### src/rtl/prot_pkg.sv
package prot_pkg;
  typedef struct packed {
    logic lk;
    logic wp;
    logic rp;
  } blk_flags_t;

  localparam blk_flags_t FLAGS_RST = '{lk: 1'b0, wp: 1'b1, rp: 1'b0};
  localparam int IDX_ONLY_BIT = 3;
endpackage

### src/rtl/prot_bank.sv
module prot_bank
  import prot_pkg::*;
#(
  parameter int IDX_W = 4,
  localparam int NBLK = 1 << IDX_W,
  localparam int REG_W = IDX_W + 4
) (
  input  logic                  clk_i,
  input  logic                  rst_ni,
  input  logic                  we_i,
  input  logic [REG_W-1:0]      wdata_i,
  output logic [REG_W-1:0]      rdata_o,
  output blk_flags_t [NBLK-1:0] flags_o
);
  logic [IDX_W-1:0] idx_q;
  logic [IDX_W-1:0] new_idx;
  logic             idx_only;
  blk_flags_t       new_flags;

  assign new_idx   = wdata_i[REG_W-1 -: IDX_W];
  assign idx_only  = wdata_i[IDX_ONLY_BIT];
  assign new_flags = blk_flags_t'(wdata_i[2:0]);

  always_ff @(posedge clk_i or negedge rst_ni) begin
    if (!rst_ni)   idx_q <= '0;
    else if (we_i) idx_q <= new_idx;
  end

  for (genvar g = 0; g < NBLK; g++) begin : g_blk
    logic hit;
    // flags go to the block named by the index carried in the same write
    assign hit = we_i && !idx_only && (new_idx == IDX_W'(g)) && !flags_o[g].lk;
    always_ff @(posedge clk_i or negedge rst_ni) begin
      if (!rst_ni)  flags_o[g] <= FLAGS_RST;
      else if (hit) flags_o[g] <= new_flags;
    end
  end

  assign rdata_o = {idx_q, 1'b0, flags_o[idx_q]};
endmodule

### src/rtl/prot_check.sv
module prot_check
  import prot_pkg::*;
#(
  parameter int ADDR_W    = 24,
  parameter int BLK_SHIFT = 16,
  parameter int BLK_W     = 5,
  localparam int NUM_BLKS = 1 << BLK_W,
  localparam int TOP      = BLK_SHIFT + BLK_W
) (
  input  logic [ADDR_W-1:0]         addr_i,
  input  logic                      rd_i,
  input  logic                      wr_i,
  input  logic                      core_rd_deny_i,
  input  logic                      core_wr_deny_i,
  input  blk_flags_t [NUM_BLKS-1:0] flags_i,
  output logic                      allow_o
);
  logic [BLK_W-1:0] blk;
  logic             in_range;
  blk_flags_t       f;
  logic             rd_ok, wr_ok;

  assign blk = addr_i[TOP-1:BLK_SHIFT];

  if (ADDR_W > TOP) begin : g_hi
    assign in_range = (addr_i[ADDR_W-1:TOP] == '0);
  end else begin : g_nohi
    assign in_range = 1'b1;
  end

  assign f       = flags_i[blk];
  assign rd_ok   = !f.rp && !core_rd_deny_i;
  assign wr_ok   = !f.wp && !core_wr_deny_i;
  assign allow_o = in_range && (rd_i || wr_i) && (!rd_i || rd_ok) && (!wr_i || wr_ok);
endmodule

### src/rtl/blk_prot_table.sv
module blk_prot_table
  import prot_pkg::*;
#(
  parameter int NUM_BANKS = 2,
  parameter int IDX_W     = 4,
  parameter int BLK_SHIFT = 16,
  parameter int ADDR_W    = 24,
  localparam int BANK_W   = (NUM_BANKS > 1) ? $clog2(NUM_BANKS) : 1,
  localparam int REG_W    = IDX_W + 4,
  localparam int PER_BANK = 1 << IDX_W,
  localparam int NUM_BLKS = NUM_BANKS * PER_BANK,
  localparam int BLK_W    = $clog2(NUM_BLKS)
) (
  input  logic              clk_i,
  input  logic              rst_ni,
  input  logic              reg_we_i,
  input  logic [BANK_W-1:0] reg_sel_i,
  input  logic [REG_W-1:0]  reg_wdata_i,
  output logic [REG_W-1:0]  reg_rdata_o,
  input  logic [ADDR_W-1:0] acc_addr_i,
  input  logic              acc_rd_i,
  input  logic              acc_wr_i,
  input  logic              core_rd_deny_i,
  input  logic              core_wr_deny_i,
  output logic              acc_allow_o
);
  blk_flags_t [NUM_BLKS-1:0] flags_q;
  logic [NUM_BANKS-1:0][REG_W-1:0] bank_rdata;

  for (genvar b = 0; b < NUM_BANKS; b++) begin : g_bank
    blk_flags_t [PER_BANK-1:0] bflags;
    prot_bank #(.IDX_W(IDX_W)) u_bank (
      .clk_i  (clk_i),
      .rst_ni (rst_ni),
      .we_i   (reg_we_i && (reg_sel_i == BANK_W'(b))),
      .wdata_i(reg_wdata_i),
      .rdata_o(bank_rdata[b]),
      .flags_o(bflags)
    );
    assign flags_q[b*PER_BANK +: PER_BANK] = bflags;
  end

  assign reg_rdata_o = bank_rdata[reg_sel_i];

  prot_check #(.ADDR_W(ADDR_W), .BLK_SHIFT(BLK_SHIFT), .BLK_W(BLK_W)) u_check (
    .addr_i        (acc_addr_i),
    .rd_i          (acc_rd_i),
    .wr_i          (acc_wr_i),
    .core_rd_deny_i(core_rd_deny_i),
    .core_wr_deny_i(core_wr_deny_i),
    .flags_i       (flags_q),
    .allow_o       (acc_allow_o)
  );
endmodule

### config.mk
export PLATFORM = sky130hd
export DESIGN_NAME = blk_prot_table
export DESIGN_NICKNAME = d
export VERILOG_FILES = /design/src/rtl/prot_pkg.sv /design/src/rtl/prot_bank.sv /design/src/rtl/prot_check.sv /design/src/rtl/blk_prot_table.sv
export SDC_FILE = /design/constraint.sdc
export NUM_CORES = 1
export LEC_CHECK = 0
export ABC_AREA = 1
export BUFFER_PORTS_ARGS = -buffer_cell sky130_fd_sc_hd__buf_2
export CAP_MARGIN = 20
export CORE_MARGIN = 4
export CORE_UTILIZATION = 60
export CTS_CLUSTER_SIZE = 28
export DETAILED_ROUTE_END_ITERATION = 10
export PLACE_DENSITY = 0.8
export SYNTH_ARGS = -nofsm -noshare
export SYNTH_HDL_FRONTEND = slang
export SYNTH_SLANG_ARGS = --single-unit
### constraint.sdc
create_clock -name clk_i -period 1.8 [get_ports clk_i]
set_input_delay 0.36 -clock clk_i [delete_from_list [all_inputs] [get_ports clk_i]]
set_output_delay 0.36 -clock clk_i [all_outputs]
set_load 0.1 [all_outputs]
==> results.cfg <==
[die]
die-area_mm2 = 0.0111
design.core.area_mm2 = 0.00924
rows = 35
initial_core_util = 0.615
io_pins = 49
fp.dieW_um = 105
die_h_um = 105

[worst_hold_path]
hold_class = primary input to async pin

[synthesis]
synth-seq-cells = 104
synth_seq_area_share = 0.465
ys_top_cells_by_area = dfrtp_1, dfstp_2, o21ai_0
yosysWarnings = 0
synth.avg_cell_area_um2 = 7.35
postSynthCellCount = 773
synthesis.area_mm2 = 0.00568
synth.distinct_cells = 26
synth_top_area_share = 0.317
yosys.area.top_type = dfrtp_1
syn-num-nets = 813

[routing]
vias_per_cell = 5.98
routed_wl_mm = 16.8
drtIter0Drc = 543
routedWlPerCell_um = 17.5
drc = 0
postRouteAntennaNets = 0
drt-pass1-iter-count = 6
vias = 5749

[worst_setup_path]
worstSetupEndpointType = output pin
critPathKind = register to output pin
r2r_setup_slack_ns = 0.74
cp-start-kind = register
required_ns = 1.44
worstReg2RegStart = g_bank[1].u_bank.idx_q[0]
crit_start = g_bank[1].u_bank.idx_q[0]
crit_path_end = reg_rdata_o[1]
ff2ff_path_depth = 4
r2r-end = g_bank[1].u_bank.idx_q[0]
cp_max_fo = 25
cp_data_arrival_time_ns = 2.04

[sta]
worst_clock_skew_ns = 0.0155
max_slew_margin = 0.638
min_period_ns = 2.40
fmax_mhz = 416
finalSetupViolations = 6
worst_pin_slew_ns = 0.543
drv_slew = 0
rsz0062_at_grt = true
finalHoldViolCount = 0
worst_slack_ns = -0.605
period_share = 1.34

[finish]
fill_cells = 680
antennaDiodeCount = 0
fin_cells = 961
drive_gt1_frac = 0.215
nNetsFinal = 867
area_growth_pct = 20.1

[clocking]
root_buffer = clkbuf_8
numCtsBuffers = 9
path_clk_slew_ns = 0.10
cts_sinks = 104
clock_latency_ns = 0.38
clockBufferDepth = 2
holdBufCountCts = 0
cts_tree = done
htreeDepth = 3

[global_routing]
track_usage = 0.309
overflow = 0
grt_pass1_vias = 5483
antenna_found_initial = 0
grt_pass1_wl_mm = 27.2
grt_max_degree = 105

[place]
placed_cells = 935
io_buffers = 31
dpl_worst_slack_ns = -0.324
place_hpwl_mm = 11.4
gp_congestion = 1.01

[power_and_ir_drop]
vdd_drop_max_mv = 0.586
power_mw = 5.25
powerDensity_mw_per_mm2 = 770
p_leak_nw = 3.02

[status]
violations = negative setup slack
status = complete, but fails checks

[run]
drv_cap = 0
-- where the power goes --
part	total (mW)	switching, mW	internal (mW)
logic	1.38	0.894	0.488
registers	2.40	0.0332	2.36
clock network	1.47	0.786	0.684
total	5.25	1.71	3.54
-- flip-flops by register name, indices dropped and copies added, names as in the netlist --
signal	count
g_bank.u_bank.idx_q	8
g_bank.u_bank.flags_o	96
-- cell type report --
class	count	area, um^2	area share
Clock inverter	3	43.8	0.00642
Clock buffer	13	149	0.0218
Tap cell	129	161	0.0237
Inverter	98	374	0.0549
Timing Repair Buffer	81	798	0.117
Sequential cell	104	2650	0.388
Timing Repair inverter	1	7.51	0.00110
Multi-Input combinational cell	532	2640	0.387
-- layout by cell type, fill, tap and decap left out, types with 3 or more instances in the layout --
cell type	count
nor2_4	4
dfrtp_1	68
buf_2	22
dfrtp_2	4
clkbuf_8	10
nor2_1	46
o21ai_0	120
o211ai_1	17
buf_4	37
a21oi_2	7
nand3_2	11
inv_1	90
buf_6	4
nand2_1	166
nand3_1	80
buf_12	17
o21ai_2	3
inv_2	5
nand2_2	10
a21oi_1	27
clkbuf_1	3
dfstp_2	32
o21ai_1	31
-- repair_timing --
| item | CTS | global route |
|---|---|---|
| pin swaps | 19 | 6 |
| setup buffers | 8 | 1 |
| resized for setup | 23 | 13 |
| cloned | 1 | 1 |
| endpoints found under the setup margin | 6 | 8 |
-- cell families (layout without fill, tap and decap cells) --
| logic type | Yosys count | count (layout) | share of synthesized area |
|---|---|---|---|
| AOI/OAI and AO/OA | 210 | 210 | 0.194 |
| buffers and inverters | 137 | 196 | 0.0991 |
| DFF | 104 | 104 | 0.465 |
| other | 1 | 1 | 0.000660 |
| and+or+nand+nor | 321 | 321 | 0.241 |
-- worst max-delay path: stages, from the launching register on --
cell and delay [ns]:
dfrtp_2 0.47, buf_12 0.18, a21oi_1 0.13, o21ai_0 0.09
nand3_1 0.09, nand3_1 0.13, nand2_2 0.13, nor2_1 0.07
a31oi_4 0.17, buf_12 0.19
-- synthesized netlist by cell type (all sizes together) --
library cell and n:
dfrtp 72, o211ai 17, conb 1, clkinv 1, nand2 176, o21bai 1
o2111ai 1, buf 19, nor4 1, inv 97, nor2 50, dfstp 32
clkbuf 20, a21oi 34, o21ai 155, nand4 2, a31oi 2, nand3 92
-- worst min-delay path by stage --
stage,startpoint,to,slack [ns],depth (start not counted)
after global routing,rst_ni,g_bank[0].u_bank.flags_o[11],0.08,2
after global placement,rst_ni,g_bank[0].u_bank.flags_o[6],0.46,2
final,rst_ni,g_bank[0].u_bank.flags_o[5],0.03,2
after floorplan,rst_ni,g_bank[0].u_bank.flags_o[0],0.06,0
after detailed placement,g_bank[1].u_bank.flags_o[47],g_bank[1].u_bank.flags_o[47],0.46,2
after CTS,rst_ni,g_bank[0].u_bank.flags_o[11],0.06,2
-- per-stage QoR --
step                      instance area, um^2  hold WS (ns)  utilization  TNS (ns)
after floorplan                          5870        0.0644            -    -0.617
after global placement                   6440         0.456        0.697    -0.661
after detailed placement                 6440         0.462        0.697    -0.815
after CTS                                6760        0.0610        0.731     -2.27
after global routing                     6820        0.0785        0.738     -3.16
final                                    6820        0.0328        0.738     -2.51
-- layer usage --
metal | track usage | part of all wire | vias up
li1 | - | - | 2645
met1 | 0.390 | 0.37 | 2658
met2 | 0.502 | 0.48 | 361
met3 | 0.0747 | 0.11 | 85
met4 | 0.142 | 0.048 | 0
met5 | 0 | 0 | -
(Power assumes the default switching activity.)
